--- config.mk ---
export PLATFORM = sky130hd
export DESIGN_NAME = defl_drive_gate
export DESIGN_NICKNAME = d
export VERILOG_FILES = /design/src/rtl/defl_pkg.sv /design/src/rtl/defl_xray_latch.sv /design/src/rtl/defl_softstart.sv /design/src/rtl/defl_phase_edge.sv /design/src/rtl/defl_drive_gate.sv
export SDC_FILE = /design/constraint.sdc
export NUM_CORES = 1
export LEC_CHECK = 0
export BUFFER_PORTS_ARGS = -buffer_cell sky130_fd_sc_hd__buf_2
export CORE_AREA = 2 2 39 41
export DETAILED_ROUTE_END_ITERATION = 7
export DIE_AREA = 0 0 41 43
export PLACE_DENSITY = 0.46
export SYNTH_ARGS = -nofsm -noshare
export SYNTH_HDL_FRONTEND = slang
export SYNTH_SLANG_ARGS = --single-unit
--- constraint.sdc ---
create_clock -name clk -period 1.6 [get_ports clk]
set_clock_uncertainty 0.05 [all_clocks]
set_input_delay 0.32 -clock clk [delete_from_list [all_inputs] [get_ports clk]]
set_output_delay 0.32 -clock clk [all_outputs]
set_load 0.05 [all_outputs]
--- src/rtl/defl_pkg.sv ---
package defl_pkg;
  typedef enum logic {
    EDGE_FALL = 1'b0,
    EDGE_RISE = 1'b1
  } phase_edge_e;

  localparam int unsigned XRAY_SYNC_STAGES = 2;
endpackage

--- src/rtl/defl_xray_latch.sv ---
module defl_xray_latch #(
  parameter int unsigned SYNC_STAGES = defl_pkg::XRAY_SYNC_STAGES
) (
  input  logic clk,
  input  logic rst_n,
  input  logic trip_async,
  input  logic clr,
  output logic alarm_q
);
  localparam int unsigned LAST = SYNC_STAGES - 1;

  logic [LAST:0] sync_q, sync_d;
  logic          alarm_d;
  logic          trip_s;

  assign trip_s = sync_q[LAST];

  generate
    if (SYNC_STAGES == 1) begin : g_one
      always_comb sync_d = trip_async;
    end else begin : g_chain
      always_comb sync_d = {sync_q[LAST-1:0], trip_async};
    end
  endgenerate

  always_comb begin
    alarm_d = alarm_q;
    if (trip_s)   alarm_d = 1'b1;
    else if (clr) alarm_d = 1'b0;
  end

  always_ff @(posedge clk or negedge rst_n) begin
    if (!rst_n) begin
      sync_q  <= '0;
      alarm_q <= 1'b0;
    end else begin
      sync_q  <= sync_d;
      alarm_q <= alarm_d;
    end
  end
endmodule

--- src/rtl/defl_softstart.sv ---
module defl_softstart (
  input  logic clk,
  input  logic rst_n,
  input  logic en,
  input  logic ext_saw,
  output logic hreq_q,
  output logic breq_q
);
  logic en_q;
  logic rise;
  logic hreq_d, breq_d;

  always_comb begin
    rise   = en & ~en_q;
    hreq_d = rise;
    breq_d = rise & ext_saw;
  end

  always_ff @(posedge clk or negedge rst_n) begin
    if (!rst_n) begin
      en_q   <= 1'b0;
      hreq_q <= 1'b0;
      breq_q <= 1'b0;
    end else begin
      en_q   <= en;
      hreq_q <= hreq_d;
      breq_q <= breq_d;
    end
  end
endmodule

--- src/rtl/defl_phase_edge.sv ---
module defl_phase_edge
  import defl_pkg::*;
(
  input  logic        clk,
  input  logic        rst_n,
  input  logic        drv,
  input  logic        arm,
  input  phase_edge_e sel,
  output logic        strobe_q
);
  logic drv_q;
  logic rise, fall, hit;

  always_comb begin
    rise = drv & ~drv_q;
    fall = ~drv & drv_q;
    hit  = arm & ((sel == EDGE_RISE) ? rise : fall);
  end

  always_ff @(posedge clk or negedge rst_n) begin
    if (!rst_n) begin
      drv_q    <= 1'b0;
      strobe_q <= 1'b0;
    end else begin
      drv_q    <= drv;
      strobe_q <= hit;
    end
  end
endmodule

--- src/rtl/defl_drive_gate.sv ---
module defl_drive_gate
  import defl_pkg::*;
#(
  parameter int unsigned SYNC_STAGES = XRAY_SYNC_STAGES
) (
  input  logic clk,
  input  logic rst_n,
  input  logic hdrv_raw,
  input  logic bdrv_raw,
  input  logic drv_en,
  input  logic bpol,
  input  logic ph_mode,
  input  logic ph_edge_rise,
  input  logic ext_saw,
  input  logic xray_in,
  input  logic alarm_clr,
  output logic hout,
  output logic bout,
  output logic hsoft_req,
  output logic bsoft_req,
  output logic ph_strobe,
  output logic alarm
);
  localparam logic HOFF_LEVEL = 1'b1;

  logic        h_pass;
  logic        phase_arm;
  phase_edge_e edge_sel;

  defl_xray_latch #(.SYNC_STAGES(SYNC_STAGES)) u_xray (
    .clk       (clk),
    .rst_n     (rst_n),
    .trip_async(xray_in),
    .clr       (alarm_clr),
    .alarm_q   (alarm)
  );

  defl_softstart u_soft (
    .clk    (clk),
    .rst_n  (rst_n),
    .en     (drv_en),
    .ext_saw(ext_saw),
    .hreq_q (hsoft_req),
    .breq_q (bsoft_req)
  );

  always_comb begin
    phase_arm = ext_saw & ph_mode;
    edge_sel  = ph_edge_rise ? EDGE_RISE : EDGE_FALL;
    h_pass    = drv_en & ~alarm;
    hout      = h_pass ? hdrv_raw : HOFF_LEVEL;
    bout      = drv_en ? bdrv_raw : bpol;
  end

  defl_phase_edge u_phase (
    .clk     (clk),
    .rst_n   (rst_n),
    .drv     (hdrv_raw),
    .arm     (phase_arm),
    .sel     (edge_sel),
    .strobe_q(ph_strobe)
  );
endmodule

== Yosys cells after proc, flatten, opt, wreduce, memory -nomap -nowiden ==
Index checks and enable logic that the tools add are counted.
Word-level totals
  input port bits: 11
  bits in registers: 8
  logic and storage cells: 25
Cells by class
  bitwise operators: 11
  muxes and demuxes: 6
  reduce and logical (&&, ||, !) cells: 1
Operator list (number)
  AND 1 bit: 7
  two-way mux 1 bit: 6
  NOT 1 bit: 4
  nonzero test 2 bit: 1

== Depth between registers and ports, before layout ==
Gate-level depths: netlist (run 1).
  depth after elaboration: 4
  gate-level depth with buffers: 2

== Hierarchy ==
Synthesis (run 1) repeated with hierarchy kept, for this count alone.
Second synthesis, totals
  cell total of the unflattened synthesis: 18
  area total of the unflattened synthesis: 276.5 µm²
Modules (own cells, without submodules)
  defl_softstart: cells an instance 5, area an instance 90.1 µm², sequential area each 75.1 µm², times used 1
  defl_xray_latch: cells an instance 5, area an instance 86.3 µm², sequential area each 75.1 µm², times used 1
  defl_phase_edge: cells an instance 5, area an instance 73.8 µm², sequential area each 50.0 µm², times used 1
  defl_drive_gate: cells an instance 3, area an instance 26.3 µm², sequential area each 0.0 µm², times used 1

== Worst setup path after synthesis (run 1) ==
Ideal clock, no wire load.
  kind: reg2out
  start point: register u_xray.alarm_q
  end point: output port hout
  cell stages (with the launch flop): 2
  required time: 1.230 ns
  slack: 0.010 ns
  data arrival time: 1.220 ns
  cells stage by stage: dfrtp_1 > or3b_2
On the way
  word-level cells in the longest chain between the ends: 3
RTL lines
  start: declaration: RTL line defl_xray_latch.sv:8  | output logic alarm_q
  start signal: assignment: RTL line defl_xray_latch.sv:38  | alarm_q <= alarm_d;
  NOT 1 bit: RTL line defl_drive_gate.sv:50  | h_pass = drv_en & ~alarm;
  AND 1 bit: RTL line defl_drive_gate.sv:50
  two-way mux 1 bit: RTL line defl_drive_gate.sv:51  | hout = h_pass ? hdrv_raw : HOFF_LEVEL;
  end: declaration: RTL line defl_drive_gate.sv:17  | output logic hout,
No other way between the ends.

== Worst setup path in the final report (run 1) ==
Ends and elaborated chain as after synthesis.

==> flow_metrics.tcl, run 1 <==
set metrics [dict create \
    synthSimpleGateAreaFrac_pct 15.3 \
    grt_pass1_wl_um 793 \
    start_util_pct 19.4 \
    worst_ep_arrival_time_ns 1.16 \
    synth_area_um2 269 \
    cts_buffers 3 \
    die-width_um 41 \
    intPower_mw 0.324 \
    nets 52 \
    die_height_um 43 \
    diodes 0 \
    fmax_ghz 0.655 \
    seqPwrFrac_pct 49.9 \
    syn2layout_area_growth_pct 56.7 \
    path_max_fanout 2 \
    holdPathEnd "u_xray.sync_q[0]" \
    syn-num-nets 29 \
    rrSetupSlack_ns 0.66 \
    cts_htree_levels 1 \
    hold_class "input port to flop" \
    ys_ff_latch 8 \
    synth.yosys.seq_area_share_pct 74.4 \
    grt_antenna_before_repair 0 \
    place_congestion 0.654 \
    hold_slack_ns 0.128 \
    grt_use_total_pct 7.32 \
    final_cell_mix "15 x buf_2, 8 x dfrtp_1, 3 x clkbuf_4" \
    finalWirelength_um 503 \
    path_class "flop to output port" \
    synth_mux_area_share_pct 4.19 \
    die-area_um2 1760 \
    synth-xor-area-share_pct 0 \
    switching_share_pct 24.9 \
    cap_violations 0 \
    slew_viol_final 0 \
    setup-violations-final 0 \
    post-route-drc-count 0 \
    drive_above_1_share_pct 56.4 \
    via_per_inst 3.76 \
    finalSetupTns_ns 0 \
    syn_inst 18 \
    grt_overflow_total 0 \
    io_pins 17 \
    syn-mean-instance-area_um2 14.9 \
    synth_cell_types 11 \
    clockPowerShare_pct 34.0 \
    grt_pass1_vias 196 \
    comb_power_share_pct 16.1 \
    synth-warning-count 0 \
    ant_nets 0 \
    period_share_pct 95.4 \
    std_cell_rows 14 \
    power.switching_mw 0.107 \
    clock_tree.buffer_depth 2 \
    synth_top_family_by_area "simple AND/OR/NAND/NOR gates" \
    fill_cells 140 \
    min_from "xray_in" \
    power.density_nw_per_um2 1020 \
    startpoint_type "flop" \
    synth_fa_ha_area_share_pct 0 \
    io_buffers 16 \
    worstSkewPairLatency_ns 0.25 \
    grt_max_degree 9 \
    layout_commonest_cell "buf_2" \
    hold_viol_final 0 \
    rsz0062_at_grt "false" \
    core_area_um2 1380 \
    cts_tree "yes" \
    clk_pin_slew_worst_paths_ns 0.05 \
    fin_crit_ns 1.53 \
    cts_root_buf "clkbuf_4" \
    max-slew-margin-rel_pct 83.4 \
    first_pass_iters 2 \
    irDropWorstVdd_mv 0.346 \
    reg2reg_depth 2 \
    synth_compound_area_share_pct 4.65 \
    outcome "finished, final reports clean" \
    first_iter_violations 2 \
    tightestPinTransition_ns 0.250 \
    endpoint_kind "output port" \
    reg2reg_to "u_phase.strobe_q" \
    hold_depth 1 \
    p_leak_nw 0.220 \
    post_drt_wl_per_cell_um 9.15 \
    worstPathRequired_ns 1.23 \
    clock-sinks 8 \
    r2r-start "u_phase.drv_q" \
    vias 207 \
]
[per-stage QoR]
stage / cells / setup WS [ns] / area (µm²) / power [mW] / utilization [%]
after detailed placement: 50 / 0.119 / 369 / 0.282 / 26.7
after CTS: 55 / 0.0634 / 422 / 0.440 / 30.5
after global routing: 55 / 0.0253 / 422 / 0.460 / 30.5
after floorplan: 18 / 0.0102 / 269 / 0.256 / -
final: 55 / 0.0740 / 422 / 0.432 / 30.5
after global placement: 50 / 0.116 / 369 / 0.280 / 26.7
[metal layers]
metal  wire length, µm  GRT usage, %
met3                99          7.85
met1               219          8.03
met2               184          9.38
met4                 0          2.00
met5                 0             0
[cells in the mapped netlist]
master	instances	share of area [%]
and2_1	1	2.3
a21oi_1	1	1.9
nand2_1	1	1.4
or3b_1	1	3.3
a21o_1	1	2.8
nand3b_1	1	2.8
mux2_2	1	4.2
dfrtp_1	8	74
inv_1	1	1.4
or3b_2	1	3.3
nor2b_1	1	2.3
[logic make-up after synthesis]
group | Yosys count
flip-flops | 8
AO/OA/AOI/OAI | 2
multiplexers | 1
AND/OR/NAND/NOR | 6
buffers and inverters | 1
[worst max-delay path: stages, from the launching register on]
cell     delay (ns)
dfrtp_1        0.37
or3b_4         0.38
buf_8          0.16
[final cells by class]
type | instances | area (µm²) | share of cell area, %
clock buffer | 3 | 22.5 | 5.34
inverter | 1 | 3.75 | 0.890
multi-input combinational | 9 | 67.6 | 16.0
sequential | 8 | 200 | 47.5
tap | 16 | 20.0 | 4.75
timing repair buffer | 18 | 108 | 25.5
[power by group through the flow]
stage	logic [mW]	clock network, mW	registers, mW
global placement	0.0617	0	0.219
floorplan	0.0199	0	0.236
CTS	0.0705	0.154	0.216
finish	0.0695	0.147	0.216
global route	0.0749	0.169	0.216
detailed placement	0.0627	0	0.219
[registers in the layout, summed over array words and instances (netlist names)]
name and flops:
u_xray.sync_q 2, u_phase.drv_q 1, u_phase.strobe_q 1, u_soft.breq_q 1, u_soft.en_q 1, u_soft.hreq_q 1, u_xray.alarm_q 1
[worst max-delay path by stage]
stage | slack [ns] | startpoint | cells past startpoint | to
global route | 0.03 | u_xray.alarm_q | 2 | hout
CTS | 0.06 | u_xray.alarm_q | 2 | hout
global placement | 0.12 | hdrv_raw | 3 | hout
detailed placement | 0.12 | hdrv_raw | 3 | hout
finish | 0.07 | u_xray.alarm_q | 2 | hout
floorplan | 0.01 | u_xray.alarm_q | 1 | hout
[timing repair]
| item | CTS | global route |
|---|---|---|
| hold buffers | 1 | 0 |
| buffers inserted | 1 | 0 |
| setup endpoints to repair | 1 | 0 |
| resized for setup | 4 | 0 |
| hold endpoints to repair | 8 | 0 |
(Power assumes the default switching activity.)
==> run 2: changes to the inputs <==
BUFFER_PORTS_ARGS = -buffer_cell sky130_fd_sc_hd__clkbuf_2   (was -buffer_cell sky130_fd_sc_hd__buf_2)
CTS_CLUSTER_SIZE = 25   (was not set)
==> run 2 against run 1 <==
  * Sequential power about the same
  * Combinational power shrank 0.6%
  * Power down 0.82%
  * Routed wire length is 7.8% higher
  * Via count increased by 1.4%
  * Utilization fell by 0.090 points
  * Non-clock buffer count stayed put
  * First-iteration DRC count is 100% lower
  * Global-route usage is 0.58 points higher
  * Maximum frequency fell by 0.86%
  * Die area is the same
  * Critical path type unchanged
  * Largest power group unchanged
==> flow_metrics.tcl, run 2 (synthesis gave the netlist of run 1 again) <==
set metrics [dict create \
    final_cell_mix "15 x clkbuf_2, 8 x dfrtp_1, 3 x clkbuf_4" \
    grt_pass1_wl_um 855 \
    layout_commonest_cell "clkbuf_2" \
    slowest_stage "dfrtp_1" \
    clock-sinks 8 \
    first_pass_iters 1 \
    path_class "flop to output port" \
    diodes 0 \
    place_inst 50 \
    multi_input_area_um2 67.6 \
    slew_viol_final 0 \
    final_area_um2 420 \
    grt_max_degree 9 \
    via_per_inst 3.82 \
    cp_top_family "flip-flops" \
    die-width_um 41 \
    std_cell_rows 14 \
    vias 210 \
    intPower_mw 0.323 \
    grt_pass1_vias 212 \
    irDropWorstVdd_mv 0.303 \
    cts_tree "yes" \
    seqCellArea_um2 200 \
    finalSetupTns_ns 0 \
    largest_register_ffs 2 \
    die-area_um2 1760 \
    place_congestion 0.652 \
    critPathBufInv 1 \
    outcome "finished, final reports clean" \
    clk_pin_slew_worst_paths_ns 0.05 \
    clock_tree.buffer_depth 2 \
    crit_chain "or3b_4, clkbuf_8" \
    finalWirelength_um 542 \
    worstPathRequired_ns 1.23 \
    max-slew-margin-rel_pct 81.5 \
    nets 52 \
    io_pins 17 \
    cap_violations 0 \
    die_height_um 43 \
    worstSkewPairLatency_ns 0.24 \
    post-route-drc-count 0 \
    period_share_pct 96.2 \
    cts_root_buf "clkbuf_4" \
    cts_buffers 3 \
    clockPowerShare_pct 33.5 \
    switching_share_pct 24.5 \
    seqPwrFrac_pct 50.4 \
    first_iter_violations 0 \
    tightestPinTransition_ns 0.278 \
    power.density_nw_per_um2 1020 \
    syn2layout_area_growth_pct 56.3 \
    grt_use_total_pct 7.89 \
    hold_viol_final 0 \
    max_stage_delay_ns 0.37 \
    fill_cells 149 \
    fmax_ghz 0.650 \
    startpoint_type "flop" \
    ant_nets 0 \
    largest-register "u_xray.sync_q" \
    dp_hpwl_um 442 \
    worst_ep_arrival_time_ns 1.17 \
    core_area_um2 1380 \
    setup-violations-final 0 \
    grt_overflow_total 0 \
    fin_crit_ns 1.54 \
    post_drt_wl_per_cell_um 9.85 \
    start_util_pct 19.4 \
    path_max_fanout 2 \
    grt_antenna_before_repair 0 \
    comb_power_share_pct 16.1 \
    hold_class "input port to flop" \
    io_buffers 16 \
    power.switching_mw 0.105 \
    p_leak_nw 0.221 \
    endpoint_kind "output port" \
    rsz0062_at_grt "false" \
    final_cells 55 \
    drive_above_1_share_pct 56.4 \
    cts_htree_levels 1 \
    place_area_um2 369 \
]
-- run 2: what timing repair did --
item                                    4_1_cts  5_1_grt
endpoints found under the hold margin         8        0
hold buffers                                  1        0
endpoints found under the setup margin        1        0
setup buffers                                 1        0
resized for setup                             3        0
-- run 2: power groups by stage --
stage / clock [mW] / sequential, mW / combinational [mW]
global placement: 0 / 0.219 / 0.0616
detailed placement: 0 / 0.220 / 0.0628
CTS: 0.155 / 0.216 / 0.0702
global route: 0.167 / 0.217 / 0.0749
finish: 0.143 / 0.216 / 0.0691
floorplan: 0 / 0.236 / 0.0199
-- run 2: per-stage QoR --
stage	power (mW)	setup WS [ns]	utilization (%)	hold slack [ns]
after floorplan	0.256	0.0102	-	-0.0256
after global placement	0.280	0.0967	26.7	0.117
after detailed placement	0.282	0.0955	26.7	0.123
after CTS	0.441	0.0533	30.4	0.126
after global routing	0.458	0.00689	30.4	0.125
final	0.428	0.0608	30.4	0.134
-- run 2: metal layers --
metal / share of wire, % / global-route usage (%) / up-vias
met5: 0 / 0 / -
met4: 0 / 6.00 / 0
met3: 16 / 5.76 / 0
met2: 36 / 9.38 / 17
met1: 47 / 9.24 / 91
li1: - / - / 102
-- run 2: layout make-up --
class / count / area share, %
Clock buffer: 3 / 5.36
Inverter: 1 / 0.893
Multi-Input combinational cell: 9 / 16.1
Sequential cell: 8 / 47.6
Tap cell: 16 / 4.76
Timing Repair Buffer: 18 / 25.3
-- run 2: worst reg2reg max path: cells and delay by family (launching register included) --
family | cells | cell delay [ns]
simple gates | 1 | 0.34
compound gates | 1 | 0.15
flops | 1 | 0.33
-- run 2: final timing paths --
path	start	end	slack [ns]	cells after the start
setup / recovery	u_xray.alarm_q	hout	0.06	2
hold / removal	xray_in	u_xray.sync_q[0]	0.13	1
setup reg to reg	u_phase.drv_q	u_phase.strobe_q	0.67	2
hold reg to reg	u_xray.sync_q[0]	u_xray.sync_q[1]	0.30	0
max in group asynchronous	rst_n	u_xray.sync_q[1]	0.93	2
min in group asynchronous	rst_n	u_soft.breq_q	0.40	2
==> run 3: changes to the inputs <==
MAX_ROUTING_LAYER = met4   (was not set)
clock period = 1.59 ns   (was 1.6 ns; I/O delays follow)
==> run 3 against run 2 <==
  * Largest cell class unchanged
  * Final cell count unchanged
  * Sequential power about the same
  * Via count unchanged
  * Highest routed layer unchanged
  * Non-clock buffer count unchanged
  * Routed wire length decreased by 0.55%
  * Critical endpoint unchanged
==> flow_metrics.tcl, run 3 (synthesis gave the netlist of run 1 again) <==
set metrics [dict create \
    vias 210 \
    cap_violations 0 \
    setup-violations-final 0 \
    syn2layout_area_growth_pct 56.7 \
    std_cell_rows 14 \
    finalWirelength_um 539 \
    seqCellArea_um2 200 \
    grt_use_total_pct 8.09 \
    clock_tree.buffer_depth 2 \
    io_pins 17 \
    layout_setup_ws_ns 0.0683 \
    post-route-drc-count 0 \
    dp_hpwl_um 442 \
    first_pass_iters 1 \
    worstSkewPairLatency_ns 0.24 \
    power.density_nw_per_um2 1020 \
    die-area_um2 1760 \
    cts_buffers 3 \
    place_inst 50 \
    rsz0062_at_grt "false" \
    p_leak_nw 0.221 \
    max-slew-margin-rel_pct 81.5 \
    largest-register "u_xray.sync_q" \
    worstPathRequired_ns 1.22 \
    slew_viol_final 0 \
    place_congestion 0.658 \
    first_iter_violations 0 \
    clock-sinks 8 \
    irDropWorstVdd_mv 0.304 \
    grt_max_degree 9 \
    fmax_ghz 0.657 \
    tightestPinTransition_ns 0.278 \
    startpoint_type "flop" \
    worst_ep_arrival_time_ns 1.15 \
    hold_viol_final 0 \
    fin_crit_ns 1.52 \
    hold_class "input port to flop" \
    start_util_pct 19.4 \
    grt_overflow_total 0 \
    post_drt_wl_per_cell_um 9.80 \
    final_area_um2 422 \
    die-width_um 41 \
    multi_input_area_um2 67.6 \
    grt_pass1_vias 212 \
    die_height_um 43 \
    io_buffers 16 \
    endpoint_kind "output port" \
    drive_above_1_share_pct 56.4 \
    place_ws_ns 0.0895 \
    grt_antenna_before_repair 0 \
    clk_pin_slew_worst_paths_ns 0.05 \
    largest_register_ffs 2 \
    ant_nets 0 \
    cts_root_buf "clkbuf_4" \
    nets 52 \
    period_share_pct 95.7 \
    via_per_inst 3.82 \
    place_area_um2 369 \
    cts_htree_levels 1 \
    final_cells 55 \
    core_area_um2 1380 \
    fin_util_pct 30.5 \
    layout_commonest_cell "clkbuf_2" \
    fill_cells 148 \
    outcome "finished, final reports clean" \
    cts_tree "yes" \
    diodes 0 \
    path_class "flop to output port" \
    final_cell_mix "15 x clkbuf_2, 8 x dfrtp_1, 3 x clkbuf_4" \
    grt_pass1_wl_um 855 \
    path_max_fanout 2 \
    finalSetupTns_ns 0 \
]
-- run 3: cell count changes in the layout (fill, tap and decap cells not counted) --
cell | previous run | this run
clkbuf_8 | 1 | 0
buf_8 | 0 | 1
-- run 3: through the flow --
| step | power, mW | hold WS [ns] |
|---|---|---|
| floorplan | 0.257 | -0.0276 |
| global route | 0.462 | 0.123 |
| global placement | 0.282 | 0.115 |
| finish | 0.431 | 0.132 |
| CTS | 0.443 | 0.124 |
| detailed placement | 0.284 | 0.121 |
-- run 3: critical path, cell delays in order, from the launching register on --
cell and delay (ns):
dfrtp_1 0.37, or3b_4 0.38, buf_8 0.16
-- run 3: worst paths after layout --
check	cells past startpoint	slack, ns	from	end
setup / recovery	2	0.07	u_xray.alarm_q	hout
hold / removal	1	0.13	xray_in	u_xray.sync_q[0]
setup reg to reg	2	0.66	u_phase.drv_q	u_phase.strobe_q
hold reg to reg	0	0.30	u_xray.sync_q[0]	u_xray.sync_q[1]
max in group asynchronous	2	0.92	rst_n	u_xray.sync_q[1]
min in group asynchronous	2	0.40	rst_n	u_soft.breq_q
-- run 3: per-layer routing --
layer,track usage (%),vias to the layer above,routed length [µm]
li1,-,102,-
met1,9.90,91,266
met2,9.38,17,196
met3,4.71,0,76
met4,6.00,0,0
met5,-,-,0
-- run 3: power by group --
group,leakage [nW],switching [mW],internal [mW]
Clock,0.0138,0.0586,0.0857
Combinational,0.110,0.0438,0.0263
Sequential,0.0974,0.00321,0.214
-- run 3: final cells by class --
| type | instances | share of cell area [%] |
|---|---|---|
| tap | 16 | 4.75 |
| clock buffer | 3 | 5.34 |
| sequential | 8 | 47.5 |
| timing repair buffer | 18 | 25.5 |
| multi-input combinational | 9 | 16.0 |
| inverter | 1 | 0.890 |
-- run 3: timing repair --
action,4_1_cts,5_1_grt
setup endpoints to repair,1,1
resized for setup,3,1
endpoints found under the hold margin,8,0
hold buffers,1,0
pin swaps,0,0
buffers inserted,1,0
